### src/rtl/istore_pkg.sv
package istore_pkg;
  typedef enum logic [1:0] {
    W_EMPTY   = 2'd0,
    W_FILLED  = 2'd1,
    W_WAITING = 2'd2
  } wstate_e;
endpackage

### src/rtl/istore_links.sv
module istore_links #(
  parameter int LINKS = 8,
  parameter int TW    = 4,
  localparam int IW   = (LINKS > 1) ? $clog2(LINKS) : 1,
  localparam int LW   = IW + 1
) (
  input  logic          clk,
  input  logic          rst_n,
  input  logic          alloc_en,
  input  logic [TW-1:0] alloc_tag,
  output logic [LW-1:0] alloc_idx,
  output logic          has_free,
  input  logic          chain_en,
  input  logic [LW-1:0] chain_from,
  input  logic [LW-1:0] chain_to,
  input  logic          free_en,
  input  logic [LW-1:0] free_idx,
  input  logic [LW-1:0] look_idx,
  output logic [TW-1:0] look_tag,
  output logic [LW-1:0] look_next
);
  localparam logic [LW-1:0] NIL = {LW{1'b1}};

  logic [LINKS-1:0] busy_q;
  logic [TW-1:0]    tag_q  [LINKS];
  logic [LW-1:0]    next_q [LINKS];

  always_comb begin
    alloc_idx = NIL;
    for (int i = LINKS - 1; i >= 0; i--) begin
      if (!busy_q[i]) alloc_idx = LW'(i);
    end
  end

  assign has_free  = ~&busy_q;
  assign look_tag  = tag_q[look_idx[IW-1:0]];
  assign look_next = next_q[look_idx[IW-1:0]];

  always_ff @(posedge clk) begin
    if (!rst_n) begin
      busy_q <= '0;
    end else begin
      if (alloc_en) busy_q[alloc_idx[IW-1:0]] <= 1'b1;
      if (free_en)  busy_q[free_idx[IW-1:0]]  <= 1'b0;
    end
  end

  always_ff @(posedge clk) begin
    if (alloc_en) begin
      tag_q[alloc_idx[IW-1:0]]  <= alloc_tag;
      next_q[alloc_idx[IW-1:0]] <= NIL;
    end
    if (chain_en) next_q[chain_from[IW-1:0]] <= chain_to;
  end

  assert_alloc_room_R7: assert property (@(posedge clk) disable iff (!rst_n)
    alloc_en |-> has_free);
  assert_free_live_R9: assert property (@(posedge clk) disable iff (!rst_n)
    free_en |-> busy_q[free_idx[IW-1:0]]);
  assert_chain_tail_R3: assert property (@(posedge clk) disable iff (!rst_n)
    chain_en |-> (busy_q[chain_from[IW-1:0]] && next_q[chain_from[IW-1:0]] == NIL));
endmodule

### src/rtl/istore_words.sv
module istore_words
  import istore_pkg::*;
#(
  parameter int AW = 4,
  parameter int DW = 16,
  parameter int LW = 4,
  localparam int DEPTH = 1 << AW
) (
  input  logic          clk,
  input  logic          rst_n,
  input  logic [AW-1:0] rd_addr,
  output wstate_e       rd_state,
  output logic [DW-1:0] rd_data,
  output logic [LW-1:0] rd_head,
  output logic [LW-1:0] rd_tail,
  input  logic [AW-1:0] wr_addr,
  input  logic          store_en,
  input  logic [DW-1:0] store_data,
  input  logic          park_first_en,
  input  logic          park_more_en,
  input  logic [LW-1:0] park_ptr
);
  wstate_e       st_q   [DEPTH];
  logic [DW-1:0] data_q [DEPTH];
  logic [LW-1:0] head_q [DEPTH];
  logic [LW-1:0] tail_q [DEPTH];

  assign rd_state = st_q[rd_addr];
  assign rd_data  = data_q[rd_addr];
  assign rd_head  = head_q[rd_addr];
  assign rd_tail  = tail_q[rd_addr];

  always_ff @(posedge clk) begin
    if (!rst_n) begin
      for (int i = 0; i < DEPTH; i++) st_q[i] <= W_EMPTY;
    end else if (store_en) begin
      st_q[wr_addr] <= W_FILLED;
    end else if (park_first_en) begin
      st_q[wr_addr] <= W_WAITING;
    end
  end

  always_ff @(posedge clk) begin
    if (store_en) data_q[wr_addr] <= store_data;
    if (park_first_en) begin
      head_q[wr_addr] <= park_ptr;
      tail_q[wr_addr] <= park_ptr;
    end
    if (park_more_en) tail_q[wr_addr] <= park_ptr;
  end

  assert_write_once_R5: assert property (@(posedge clk) disable iff (!rst_n)
    store_en |-> st_q[wr_addr] != W_FILLED);
  assert_park_state_R3: assert property (@(posedge clk) disable iff (!rst_n)
    park_more_en |-> st_q[wr_addr] == W_WAITING);
  assert_one_update_R3: assert property (@(posedge clk) disable iff (!rst_n)
    $onehot0({store_en, park_first_en, park_more_en}));
endmodule

### src/rtl/istore_mem.sv
module istore_mem
  import istore_pkg::*;
#(
  parameter int AW    = 4,
  parameter int DW    = 16,
  parameter int TW    = 4,
  parameter int LINKS = 8,
  localparam int IW   = (LINKS > 1) ? $clog2(LINKS) : 1,
  localparam int LW   = IW + 1
) (
  input  logic          clk,
  input  logic          rst_n,
  input  logic          req_valid,
  output logic          req_ready,
  input  logic          req_write,
  input  logic [AW-1:0] req_addr,
  input  logic [DW-1:0] req_data,
  input  logic [TW-1:0] req_tag,
  output logic          rsp_valid,
  input  logic          rsp_ready,
  output logic [DW-1:0] rsp_data,
  output logic [TW-1:0] rsp_tag,
  output logic          err_write
);
  wstate_e       w_state;
  logic [DW-1:0] w_data;
  logic [LW-1:0] w_head, w_tail;
  logic [LW-1:0] new_idx, look_next;
  logic [TW-1:0] look_tag;
  logic          has_free;

  logic          draining_q;
  logic [LW-1:0] drain_ptr_q;
  logic [DW-1:0] drain_data_q;
  logic          rsp_valid_q, err_q;
  logic [DW-1:0] rsp_data_q;
  logic [TW-1:0] rsp_tag_q;

  logic slot_free, accept, rd_hit, rd_first, rd_more, wr_fill, wr_dup, drain_step;

  assign slot_free  = !rsp_valid_q || rsp_ready;
  assign req_ready  = !draining_q && slot_free && (req_write || has_free);
  assign accept     = req_valid && req_ready;
  assign rd_hit     = accept && !req_write && w_state == W_FILLED;
  assign rd_first   = accept && !req_write && w_state == W_EMPTY;
  assign rd_more    = accept && !req_write && w_state == W_WAITING;
  assign wr_fill    = accept && req_write && w_state != W_FILLED;
  assign wr_dup     = accept && req_write && w_state == W_FILLED;
  assign drain_step = draining_q && slot_free;

  istore_words #(.AW(AW), .DW(DW), .LW(LW)) words_i (
    .clk, .rst_n,
    .rd_addr(req_addr), .rd_state(w_state), .rd_data(w_data),
    .rd_head(w_head), .rd_tail(w_tail),
    .wr_addr(req_addr), .store_en(wr_fill), .store_data(req_data),
    .park_first_en(rd_first), .park_more_en(rd_more), .park_ptr(new_idx)
  );

  istore_links #(.LINKS(LINKS), .TW(TW)) links_i (
    .clk, .rst_n,
    .alloc_en(rd_first || rd_more), .alloc_tag(req_tag),
    .alloc_idx(new_idx), .has_free(has_free),
    .chain_en(rd_more), .chain_from(w_tail), .chain_to(new_idx),
    .free_en(drain_step), .free_idx(drain_ptr_q),
    .look_idx(drain_ptr_q), .look_tag(look_tag), .look_next(look_next)
  );

  always_ff @(posedge clk) begin
    if (!rst_n) begin
      draining_q  <= 1'b0;
      drain_ptr_q <= '0;
    end else if (wr_fill && w_state == W_WAITING) begin
      draining_q  <= 1'b1;
      drain_ptr_q <= w_head;
    end else if (drain_step) begin
      drain_ptr_q <= look_next;
      if (look_next[LW-1]) draining_q <= 1'b0;
    end
  end

  always_ff @(posedge clk) begin
    if (wr_fill) drain_data_q <= req_data;
  end

  always_ff @(posedge clk) begin
    if (!rst_n) begin
      rsp_valid_q <= 1'b0;
      rsp_data_q  <= '0;
      rsp_tag_q   <= '0;
      err_q       <= 1'b0;
    end else begin
      err_q <= wr_dup;
      if (rd_hit) begin
        rsp_valid_q <= 1'b1;
        rsp_data_q  <= w_data;
        rsp_tag_q   <= req_tag;
      end else if (drain_step) begin
        rsp_valid_q <= 1'b1;
        rsp_data_q  <= drain_data_q;
        rsp_tag_q   <= look_tag;
      end else if (rsp_ready) begin
        rsp_valid_q <= 1'b0;
      end
    end
  end

  assign rsp_valid = rsp_valid_q;
  assign rsp_data  = rsp_data_q;
  assign rsp_tag   = rsp_tag_q;
  assign err_write = err_q;

  assert_rsp_hold_R8: assert property (@(posedge clk) disable iff (!rst_n)
    (rsp_valid && !rsp_ready) |=> (rsp_valid && $stable(rsp_data) && $stable(rsp_tag)));
  assert_stall_blocks_R8: assert property (@(posedge clk) disable iff (!rst_n)
    (rsp_valid && !rsp_ready) |-> !req_ready);
  assert_replay_blocks_R4: assert property (@(posedge clk) disable iff (!rst_n)
    draining_q |-> !req_ready);
  assert_hit_answers_R2: assert property (@(posedge clk) disable iff (!rst_n)
    rd_hit |=> (rsp_valid && rsp_tag == $past(req_tag)));
  assert_err_cause_R5: assert property (@(posedge clk) disable iff (!rst_n)
    err_write |-> $past(req_valid && req_write));
endmodule

### config.mk
export PLATFORM = sky130hd
export DESIGN_NAME = istore_mem
export DESIGN_NICKNAME = d
export VERILOG_FILES = /design/src/rtl/istore_pkg.sv /design/src/rtl/istore_links.sv /design/src/rtl/istore_words.sv /design/src/rtl/istore_mem.sv
export SDC_FILE = /design/constraint.sdc
export NUM_CORES = 1
export LEC_CHECK = 0
export BUFFER_PORTS_ARGS = -buffer_cell sky130_fd_sc_hd__buf_2
export CAP_MARGIN = 20
export CORE_MARGIN = 4
export CORE_UTILIZATION = 40
export CTS_BUF_LIST = sky130_fd_sc_hd__clkbuf_4 sky130_fd_sc_hd__clkbuf_8
export DETAILED_ROUTE_END_ITERATION = 7
export PLACE_DENSITY_LB_ADDON = 0.2
export SLEW_MARGIN = 10
export SYNTH_ARGS = -nofsm -noshare
export SYNTH_HDL_FRONTEND = slang
export SYNTH_SLANG_ARGS = --single-unit
### constraint.sdc
create_clock -name clk -period 7.3 [get_ports clk]
set_input_delay 0.365 -clock clk [delete_from_list [all_inputs] [get_ports clk]]
set_output_delay 0.365 -clock clk [all_outputs]
set_load 0.01 [all_outputs]
==> out/qor.yml, run 1 <==
cts:
  cts_buffers: 83
  max-clock-path-buffers: 3
  cts.reportedPaths.clkPinSlew_ns: 0.06
  clock_latency_ns: 0.67
  cts_tree: "built"
  cts_num_sinks: 501
  cts-root-buf: "sky130_fd_sc_hd__clkbuf_8"
  post-cts-setup-buffer-count: 0
  ctsHtreeMaxLevel: 3
layout:
  areaGrowthSynthToFinish_pct: 14.0
  num-fill-cells: 4157
  num-nets-final: 1181
  final_cell_count_no_fill: 1882
  final_layout_size_suffix_gt1_frac: 0.311
  layout.core_utilization: 0.464
sta:
  relSlewSlack: 0.327
  finalCritPeriodShare: 0.485
  min_period_ns: 3.54
  hold_viol_final: 0
  tightest_slew_ns: 1.01
  final-setup-viol-count: 0
  highest_achievable_clock_rate_ghz: 0.283
  setup_total_neg_slack_ns: 0
  final-max-slew-violation-count: 0
  rsz0062_at_grt: "no"
  worst_clock_skew_ns: 0.0413
synth:
  postSynthNetCount: 1074
  synthTopCellsByArea: "sky130_fd_sc_hd__edfxtp_1 70%, sky130_fd_sc_hd__mux4_2 14%, sky130_fd_sc_hd__dfxtp_1 3.7%"
  netlist.top_cell.by_area: "sky130_fd_sc_hd__edfxtp_1"
  synth.cell_area_mm2: 0.0200
  ys_seq_area_frac: 0.734
  synth-warning-count: 0
  yosysUniqueCellTypes: 52
  postSynthRegisterBits: 501
  syn-instance-count: 1045
  yosys_most_used_dff: "sky130_fd_sc_hd__edfxtp_1"
  asyncSetResetFlopFracSynth: 0
  synth_top_area_frac: 0.697
  synth_enable_flop_cells: 464
  synth.avg_cell_area_um2: 19.1
drt:
  firstDrtPassIters: 5
  detail_route_antenna_nets: 0
  routed_wire_length_per_instance_um: 24.3
  detail_route.drc_violations: 0
  postRouteWirelength_um: 45800
  dr_total_vias: 10200
  detail_route.iter0.violations: 859
  vias_per_cell: 5.44
placement:
  dpl.cell_count: 1725
  dpl.hpwl_um: 27400
  buffer_ports.inserted: 51
  finalWeightedCongestion: 0.781
status:
  outcome: "finished, final reports clean"
pwr:
  switching_power_mw: 1.32
  p_comb_frac: 0.055
  share_seq_of_total_power: 0.541
  leakage_power_nw: 7.44
  power_frac_clock: 0.404
  power.density_cell_area_mw_per_mm2: 259
  internal-power_mw: 4.57
  peakVddDrop_mv: 0.151
  sw_frac_of_total: 0.224
floorplanning:
  floorplan.rows: 81
  core_area_mm2: 0.0492
  die_h_um: 232
  design.die.area_mm2: 0.0536
  die_w_um: 232
  design.portCount: 52
  floorplan.initialDensity: 0.407
run:
  maxCapViolations: 0
grt:
  globalRoute.totalOverflow: 0
  grt_pass1_wl_um: 69100
  antenna_found_initial: 4
  global_route.usage.total: 0.174
  first_global_vias: 10800
  grt_max_degree: 60
worst_setup_path:
  setup.worst_path.end_class: "register"
  worstPathMaxFanout: 35
  critical_path_required_ns: 7.55
  critPathArrivalTime_ns: 3.79
  timing_worst_setup_path_type: "primary input to register"
  worst_setup_start_kind: "primary input"
min_path:
  hp-class: "primary input to register"
-- state kept, by name (all words and copies together) (netlist names), 3 cells and up, named ones only --
register        count
drain_data_q       16
drain_ptr_q         3
links_i.busy_q      8
links_i.next_q     32
links_i.tag_q      32
rsp_data           16
rsp_tag             4
words_i.data_q    256
words_i.head_q     48
words_i.st_q       32
words_i.tail_q     48
-- through the flow --
stage | power [mW] | setup WS (ns) | hold WS (ns) | cell area (um2)
6_report | 5.89 | 3.76 | 0.0872 | 22800
5_1_grt | 6.12 | 3.46 | 0.0639 | 22800
4_1_cts | 5.97 | 3.72 | 0.0250 | 22800
3_5_place_dp | 3.58 | 2.98 | 0.468 | 21100
3_3_place_gp | 3.57 | 3.02 | 0.458 | 21100
2_1_floorplan | 3.45 | 3.98 | 0.434 | 20000
-- synthesized netlist by cell type, drive strengths merged (3+ instances only) --
| cell type | n |
|---|---|
| inv | 19 |
| o221a | 3 |
| mux4 | 133 |
| nor4 | 9 |
| nor2 | 93 |
| a22oi | 6 |
| a22o | 3 |
| dfxtp | 37 |
| nand3 | 7 |
| o211a | 17 |
| edfxtp | 464 |
| nand2b | 5 |
| o21bai | 3 |
| o211ai | 8 |
| buf | 22 |
| and2 | 3 |
| a31o | 4 |
| and3 | 4 |
| a21oi | 5 |
| or2 | 3 |
| o21ai | 37 |
| mux2i | 26 |
| nand4 | 9 |
| nor2b | 6 |
| clkbuf | 41 |
| nand2 | 56 |
| o21a | 4 |
-- cells by family after synthesis --
| family | Yosys count | share of synthesized area |
|---|---|---|
| AOI/OAI and AO/OA | 100 | 0.0361 |
| buffers and inverters | 82 | 0.0174 |
| DFF | 501 | 0.734 |
| muxes | 159 | 0.164 |
| and+or+nand+nor | 203 | 0.0485 |
-- cell type report --
class	instances	area, um2	area share
multi-input combinational	462	5020	0.220
clock buffer	113	1390	0.0608
antenna	1	2.50	0.000110
timing repair buffer	85	574	0.0252
inverter	19	71.3	0.00313
tap	664	831	0.0365
clock inverter	37	223	0.00977
sequential	501	14700	0.644
-- metal layers --
layer,wire (um),vias up,share of wire,global-route usage
li1,-,4482,-,-
met1,19700,5360,0.43,0.238
met2,22600,306,0.49,0.283
met3,2380,84,0.052,0.0350
met4,1090,2,0.024,0.0536
met5,19,-,0.00041,0
-- timing repair --
item                                   CTS  global route
gates resized for setup                  0             0
hold buffers                             4             0
endpoints found under the hold margin   32             0
-- power groups by stage --
stage          clock [mW]  combinational, mW  sequential (mW)
2_1_floorplan           0              0.208             3.24
3_3_place_gp            0              0.318             3.25
3_5_place_dp            0              0.326             3.25
4_1_cts              2.45              0.328             3.19
5_1_grt              2.58              0.352             3.19
6_report             2.38              0.325             3.19
-- final timing paths --
| path | startpoint | end | slack, ns | depth (start not counted) |
|---|---|---|---|---|
| worst max-delay path | req_addr[0] | drain_data_q[1] | 3.76 | 9 |
| worst min-delay path | req_data[10] | words_i.data_q[2][10] | 0.09 | 1 |
| worst max register to register | links_i.busy_q[2] | words_i.st_q[0][1] | 3.99 | 5 |
| worst min register to register | links_i.busy_q[6] | links_i.busy_q[6] | 0.47 | 2 |
-- layout by cell type (no fill, tap or decap), types with 3 or more instances in the layout --
master,count
sky130_fd_sc_hd__mux4_1,5
sky130_fd_sc_hd__buf_2,49
sky130_fd_sc_hd__and3_1,4
sky130_fd_sc_hd__nand3_1,7
sky130_fd_sc_hd__o211ai_1,8
sky130_fd_sc_hd__o221a_2,3
sky130_fd_sc_hd__a22oi_1,6
sky130_fd_sc_hd__clkinv_1,17
sky130_fd_sc_hd__nand2_1,56
sky130_fd_sc_hd__o21bai_1,3
sky130_fd_sc_hd__dfxtp_1,37
sky130_fd_sc_hd__o21a_1,4
sky130_fd_sc_hd__nand4_1,9
sky130_fd_sc_hd__and2_1,3
sky130_fd_sc_hd__mux2i_1,26
sky130_fd_sc_hd__inv_1,19
sky130_fd_sc_hd__a22o_1,3
sky130_fd_sc_hd__a21oi_1,5
sky130_fd_sc_hd__nand2b_1,5
sky130_fd_sc_hd__nor2_2,17
sky130_fd_sc_hd__nor4_2,5
sky130_fd_sc_hd__o21ai_0,30
sky130_fd_sc_hd__clkbuf_4,27
sky130_fd_sc_hd__o211a_1,17
sky130_fd_sc_hd__clkbuf_8,86
sky130_fd_sc_hd__dlygate4sd3_1,4
sky130_fd_sc_hd__buf_4,27
sky130_fd_sc_hd__inv_6,3
sky130_fd_sc_hd__edfxtp_1,464
sky130_fd_sc_hd__mux4_2,128
sky130_fd_sc_hd__o21ai_1,6
sky130_fd_sc_hd__nor2_1,76
sky130_fd_sc_hd__nor2b_1,5
sky130_fd_sc_hd__clkinv_2,12
-- worst max-delay path, cell delays in order --
cell and delay (ns):
sky130_fd_sc_hd__buf_6 0.39, sky130_fd_sc_hd__buf_4 0.62, sky130_fd_sc_hd__mux4_2 0.62, sky130_fd_sc_hd__a22o_1 0.28, sky130_fd_sc_hd__nor2_2 0.12, sky130_fd_sc_hd__buf_4 0.33, sky130_fd_sc_hd__o21ai_2 0.08, sky130_fd_sc_hd__buf_4 0.23
sky130_fd_sc_hd__inv_1 0.70
(Power assumes the default switching activity.)
==> run 2: changes to the inputs <==
Clock period 7.3 ns to 3 ns, I/O delays scaled along.
==> out/qor.yml, run 2 (same netlist as run 1, synthesis figures left out) <==
floorplanning:
  die_h_um: 232  # unchanged
  core_area_mm2: 0.0492  # unchanged
  floorplan.rows: 81  # unchanged
  design.portCount: 52  # unchanged
  die_w_um: 232  # unchanged
  floorplan.initialDensity: 0.407  # unchanged
  design.die.area_mm2: 0.0536  # unchanged
drt:
  routed_wire_length_per_instance_um: 23.7  # -2.7%
  dr_total_vias: 10500  # +2.9%
  postRouteWirelength_um: 46700  # +2.0%
  detail_route.iter0.violations: 822  # -4.3%
  vias_per_cell: 5.34  # -1.8%
  detail_route_antenna_nets: 0  # unchanged
  detail_route.drc_violations: 0  # unchanged
  firstDrtPassIters: 5  # unchanged
sta:
  min_period_ns: 2.75
  relSlewSlack: 0.374  # +0.0465
  highest_achievable_clock_rate_ghz: 0.363
  tightest_slew_ns: 0.938  # -0.0678 ns
  worst_clock_skew_ns: 0.0359  # -0.00539 ns
  final.setup.worst_slack_ns: 0.245  # -3.52 ns
  rsz0062_at_grt: "no"
  final-setup-viol-count: 0  # unchanged
  final-max-slew-violation-count: 0  # unchanged
  hold_viol_final: 0  # unchanged
  finalCritPeriodShare: 0.918
layout:
  num-fill-cells: 4119  # -0.91%
  num-nets-final: 1270  # +7.5%
  layout.cells.most_common_list: "464 x sky130_fd_sc_hd__edfxtp_1, 128 x sky130_fd_sc_hd__mux4_2, 90 x sky130_fd_sc_hd__buf_4"
  largest_register_ff_count: 256  # unchanged
  areaGrowthSynthToFinish_pct: 18.5
  layout.cells.most_common: "sky130_fd_sc_hd__edfxtp_1"
  reg.largest.list: "words_i.data_q x256, words_i.head_q x48, words_i.tail_q x48"
  top_register: "words_i.data_q"
  final_layout_size_suffix_gt1_frac: 0.344  # +0.0321
grt:
  grt_max_degree: 52  # -13%
  first_global_vias: 11100  # +2.8%
  global_route.usage.total: 0.177  # +0.00317
  grt_pass1_wl_um: 70400  # +1.9%
  antenna_found_initial: 1  # -3
  globalRoute.totalOverflow: 0  # unchanged
min_path:
  hp-class: "primary input to register"
  hold_path_end: "draining_q"
  timing.hold.worst_path_depth: 2  # +1
  holdCritStartpoint: "rst_n"
placement:
  dpl.hpwl_um: 29300  # +6.9%
  detailedPlace.worstSlack_ns: 0.0347  # -2.95 ns
  finalWeightedCongestion: 0.797  # +2.1%
  buffer_ports.inserted: 51  # unchanged
pwr:
  power.density_cell_area_mw_per_mm2: 623  # +140%
  peakVddDrop_mv: 0.444  # +190%
  total_power_mw: 14.8  # +150%
  leakage_power_nw: 7.92  # +6.5%
cts:
  cts_buffers: 82  # -1.2%
  cts.reportedPaths.clkPinSlew_ns: 0.06  # about the same
  ctsHtreeMaxLevel: 3  # unchanged
  cts_tree: "built"
  cts_num_sinks: 501  # unchanged
  clock_latency_ns: 0.67  # about the same
  cts-root-buf: "sky130_fd_sc_hd__clkbuf_8"
  post-cts-setup-buffer-count: 0  # unchanged
  max-clock-path-buffers: 3  # unchanged
  postCtsHoldBufs: 23  # +19
  cts-resized-gates: 0  # unchanged
worst_setup_path:
  setup.worst_path.end_class: "register"
  worstPathMaxFanout: 23  # -34%
  r2r_cells: 7  # +2
  reg2reg_to: "words_i.st_q[4][0]"
  critPathArrivalTime_ns: 3.06  # -0.73 ns
  critical_path.reg2reg.startpoint: "words_i.st_q[10][0]"
  timing_worst_setup_path_type: "register to register"
  r2r_slack_ns: 0.25  # -3.74 ns
  worst_setup_start_kind: "register"
  critical_path_required_ns: 3.31  # -4.24 ns
run:
  maxCapViolations: 0  # unchanged
status:
  outcome: "finished, final reports clean"
==> run 2: cell count changes in the layout (fill, tap and decap cells not counted), sizes merged <==
cell         previous run  this run
clkbuf                114       117
buf                    80       152
bufinv                  1         4
dlygate4sd3             4        23
clkinvlp                2         1
clkinv                 30        24
==> run 2: area by class of cell <==
| class | instances | area [um2] | share of cell area |
|---|---|---|---|
| Clock inverter | 33 | 280 | 0.0118 |
| Timing Repair Buffer | 175 | 1380 | 0.0584 |
| Inverter | 19 | 71.3 | 0.00301 |
| Clock buffer | 117 | 1420 | 0.0598 |
| Tap cell | 664 | 831 | 0.0351 |
| Antenna cell | 1 | 2.50 | 0.000106 |
| Multi-Input combinational cell | 462 | 5020 | 0.212 |
| Sequential cell | 501 | 14700 | 0.620 |
==> run 2: critical path, stage by stage (launching register included) <==
cell and delay, ns:
sky130_fd_sc_hd__edfxtp_1 0.38, sky130_fd_sc_hd__mux4_2 0.50, sky130_fd_sc_hd__a22o_1 0.29, sky130_fd_sc_hd__nor2_2 0.15
sky130_fd_sc_hd__buf_4 0.38, sky130_fd_sc_hd__o22ai_1 0.14, sky130_fd_sc_hd__buf_4 0.21, sky130_fd_sc_hd__o21ai_0 0.36
==> run 2: worst max path at each step <==
| stage | endpoint | startpoint | slack (ns) |
|---|---|---|---|
| 6_report | words_i.st_q[4][0] | words_i.st_q[10][0] | 0.25 |
| 5_1_grt | links_i.next_q[7][2] | words_i.st_q[7][0] | 0.07 |
| 4_1_cts | words_i.data_q[3][4] | words_i.st_q[3][0] | 0.12 |
| 3_5_place_dp | links_i.next_q[4][3] | req_addr[0] | 0.03 |
| 3_3_place_gp | links_i.next_q[4][0] | req_addr[0] | 0.08 |
| 2_1_floorplan | words_i.data_q[15][0] | req_addr[0] | -0.11 |
==> run 2: power breakdown <==
group / internal, mW / switching (mW)
sequential: 7.71 / 0.0421
combinational: 0.377 / 0.519
clock: 3.41 / 2.69
==> run 2: stage by stage <==
| stage | area, um2 | setup TNS (ns) | instances | utilization | hold WS, ns |
|---|---|---|---|---|---|
| 6_report | 23700 | 0 | 1972 | 0.482 | 0.0910 |
| 5_1_grt | 23700 | 0 | 1971 | 0.482 | 0.0670 |
| 3_5_place_dp | 21700 | 0 | 1795 | 0.442 | 0.460 |
| 2_1_floorplan | 20000 | -15.43 | 1045 | - | 0.249 |
| 4_1_cts | 23600 | 0 | 1968 | 0.481 | 0.0297 |
| 3_3_place_gp | 21700 | 0 | 1795 | 0.442 | 0.458 |
==> run 2: metal layers <==
| layer | share of wire | track usage |
|---|---|---|
| met4 | 0.023 | 0.0534 |
| met2 | 0.49 | 0.288 |
| met1 | 0.44 | 0.242 |
| met5 | 0 | 0 |
| met3 | 0.048 | 0.0376 |
==> run 3: changes to the inputs <==
Settings changed: MAX_ROUTING_LAYER set to met4.
==> out/qor.yml, run 3 (same netlist as run 1, synthesis figures left out) <==
status:
  outcome: "finished, final reports clean"
drt:
  vias_per_cell: 5.36  # +0.27%
  detail_route_antenna_nets: 0  # unchanged
  postRouteWirelength_um: 46600  # -0.28%
  dr_total_vias: 10600  # +0.27%
  routed_wire_length_per_instance_um: 23.6  # -0.28%
  firstDrtPassIters: 7  # +2
  detail_route.drc_violations: 0  # unchanged
  detail_route.iter0.violations: 719  # -13%
layout:
  final_cell_count_no_fill: 1972  # unchanged
  layout.cell_area.non_filler_mm2: 0.0237  # unchanged
  num-nets-final: 1270  # unchanged
  layout.cells.most_common: "sky130_fd_sc_hd__edfxtp_1"
  reg.largest.list: "words_i.data_q x256, words_i.head_q x48, words_i.tail_q x48"
  layout.cells.most_common_list: "464 x sky130_fd_sc_hd__edfxtp_1, 128 x sky130_fd_sc_hd__mux4_2, 90 x sky130_fd_sc_hd__buf_4"
  num-fill-cells: 4121  # +0.049%
  areaGrowthSynthToFinish_pct: 18.5  # unchanged
  final_layout_size_suffix_gt1_frac: 0.344  # unchanged
  top_register: "words_i.data_q"
  largest_register_ff_count: 256  # unchanged
pwr:
  peakVddDrop_mv: 0.442  # -0.55%
  leakage_power_nw: 7.92  # unchanged
  power.density_cell_area_mw_per_mm2: 623  # about the same
cts:
  ctsHtreeMaxLevel: 3  # unchanged
  clock_latency_ns: 0.67  # about the same
  cts_tree: "built"
  cts-resized-gates: 0  # unchanged
  max-clock-path-buffers: 3  # unchanged
  cts-root-buf: "sky130_fd_sc_hd__clkbuf_8"
  cts_num_sinks: 501  # unchanged
  cts_buffers: 82  # unchanged
  cts.reportedPaths.clkPinSlew_ns: 0.06  # about the same
  post-cts-setup-buffer-count: 0  # unchanged
sta:
  final.setup.worst_slack_ns: 0.226  # -0.0197 ns
  worst_clock_skew_ns: 0.0360  # +0.0000633 ns
  final-max-slew-violation-count: 0  # unchanged
  hold_viol_final: 0  # unchanged
  highest_achievable_clock_rate_ghz: 0.360  # -0.71%
  setup_total_neg_slack_ns: 0  # unchanged
  rsz0062_at_grt: "no"
  final-setup-viol-count: 0  # unchanged
  finalCritPeriodShare: 0.925  # +0.00658
  tightest_slew_ns: 0.947  # +0.00829 ns
  min_period_ns: 2.77  # +0.0197 ns
  relSlewSlack: 0.368  # -0.00553
placement:
  finalWeightedCongestion: 0.810  # +1.7%
  dpl.hpwl_um: 29300  # unchanged
  buffer_ports.inserted: 51  # unchanged
  post_dp_cell_area_mm2: 0.0217  # unchanged
  detailedPlace.worstSlack_ns: 0.0347  # unchanged
  dpl.cell_count: 1795  # unchanged
worst_setup_path:
  worst_setup_start_kind: "register"
  critPathArrivalTime_ns: 3.10  # +0.04 ns
  setup.worst_path.end_class: "register"
  crit_path_frequent_cell: "sky130_fd_sc_hd__buf_4"
  r2r_slack_ns: 0.23  # -0.02 ns
  critical-path-max-stage-delay_ns: 0.50  # about the same
  cp_slowest_cell: "sky130_fd_sc_hd__mux4_2"
  crit_chain: "mux4_2 > buf_4 > a22oi_1 > nand4_1 > nor4_1 > buf_4 > o21bai_1"
  reg2reg_to: "links_i.next_q[7][0]"
  critical_path.reg2reg.startpoint: "words_i.st_q[7][0]"
  r2r_cells: 7  # unchanged
  critical_path_required_ns: 3.32  # about the same
  worstSetupStartpoint: "words_i.st_q[7][0]"
  worstPathMaxFanout: 5  # -78%
  timing_worst_setup_path_type: "register to register"
min_path:
  holdCritStartpoint: "rst_n"
  hold_path_end: "draining_q"
  hp-class: "primary input to register"
  timing.hold.worst_path_depth: 2  # unchanged
floorplanning:
  die_h_um: 232  # unchanged
  die_w_um: 232  # unchanged
  core_area_mm2: 0.0492  # unchanged
  design.portCount: 52  # unchanged
  floorplan.initialDensity: 0.407  # unchanged
  design.die.area_mm2: 0.0536  # unchanged
  floorplan.rows: 81  # unchanged
grt:
  first_global_vias: 11100  # -0.090%
  globalRoute.totalOverflow: 0  # unchanged
  grt_pass1_wl_um: 70400  # about the same
  antenna_found_initial: 1  # unchanged
  grt_max_degree: 52  # unchanged
  global_route.usage.total: 0.182  # +0.00533
run:
  maxCapViolations: 0  # unchanged
==> run 3: per-stage QoR <==
step / hold slack [ns] / util / total power [mW]
after floorplan: 0.249 / - / 8.39
after global placement: 0.458 / 0.442 / 8.77
after detailed placement: 0.460 / 0.442 / 8.78
after CTS: 0.0297 / 0.481 / 14.9
after global routing: 0.0687 / 0.482 / 15.3
final: 0.0864 / 0.482 / 14.7
==> run 3: per-layer routing <==
layer | up-vias | GRT usage | share of wire
met4 | 0 | 0.0528 | 0.023
met3 | 87 | 0.0375 | 0.055
met1 | 5478 | 0.242 | 0.43
li1 | 4649 | - | -
met5 | - | - | 0
met2 | 347 | 0.288 | 0.49
==> run 3: final cells by class <==
class	instances	area, um2	share of cell area
inverter	19	71.3	0.00301
tap	664	831	0.0351
clock inverter	33	280	0.0118
timing repair buffer	175	1380	0.0584
clock buffer	117	1420	0.0598
sequential	501	14700	0.620
antenna	1	2.50	0.000106
multi-input combinational	462	5020	0.212
==> run 3: worst max-delay path by stage <==
stage,end,cells past startpoint,slack [ns]
6_report,links_i.next_q[7][0],7,0.23
3_3_place_gp,links_i.next_q[4][0],7,0.08
2_1_floorplan,words_i.data_q[15][0],8,-0.11
3_5_place_dp,links_i.next_q[4][3],7,0.03
5_1_grt,links_i.next_q[7][2],7,0.07
4_1_cts,words_i.data_q[3][4],6,0.12
==> run 3: worst max-delay path: cells and delay by family, from the launching register on <==
kind            cells  cell delay (ns)
compound gates      2             0.62
simple gates        2             0.57
mux                 1             0.50
buf+inv             2             0.38
flops               1             0.37
==> run 3: report_power, final <==
group | switching [mW] | total [mW] | internal (mW)
sequential | 0.0420 | 7.75 | 7.71
combinational | 0.518 | 0.895 | 0.377
clock | 2.69 | 6.10 | 3.41
==> run 3: what timing repair did <==
action	4_1_cts	5_1_grt
hold buffers	23	0
endpoints found under the hold margin	316	0
endpoints found under the setup margin	0	0
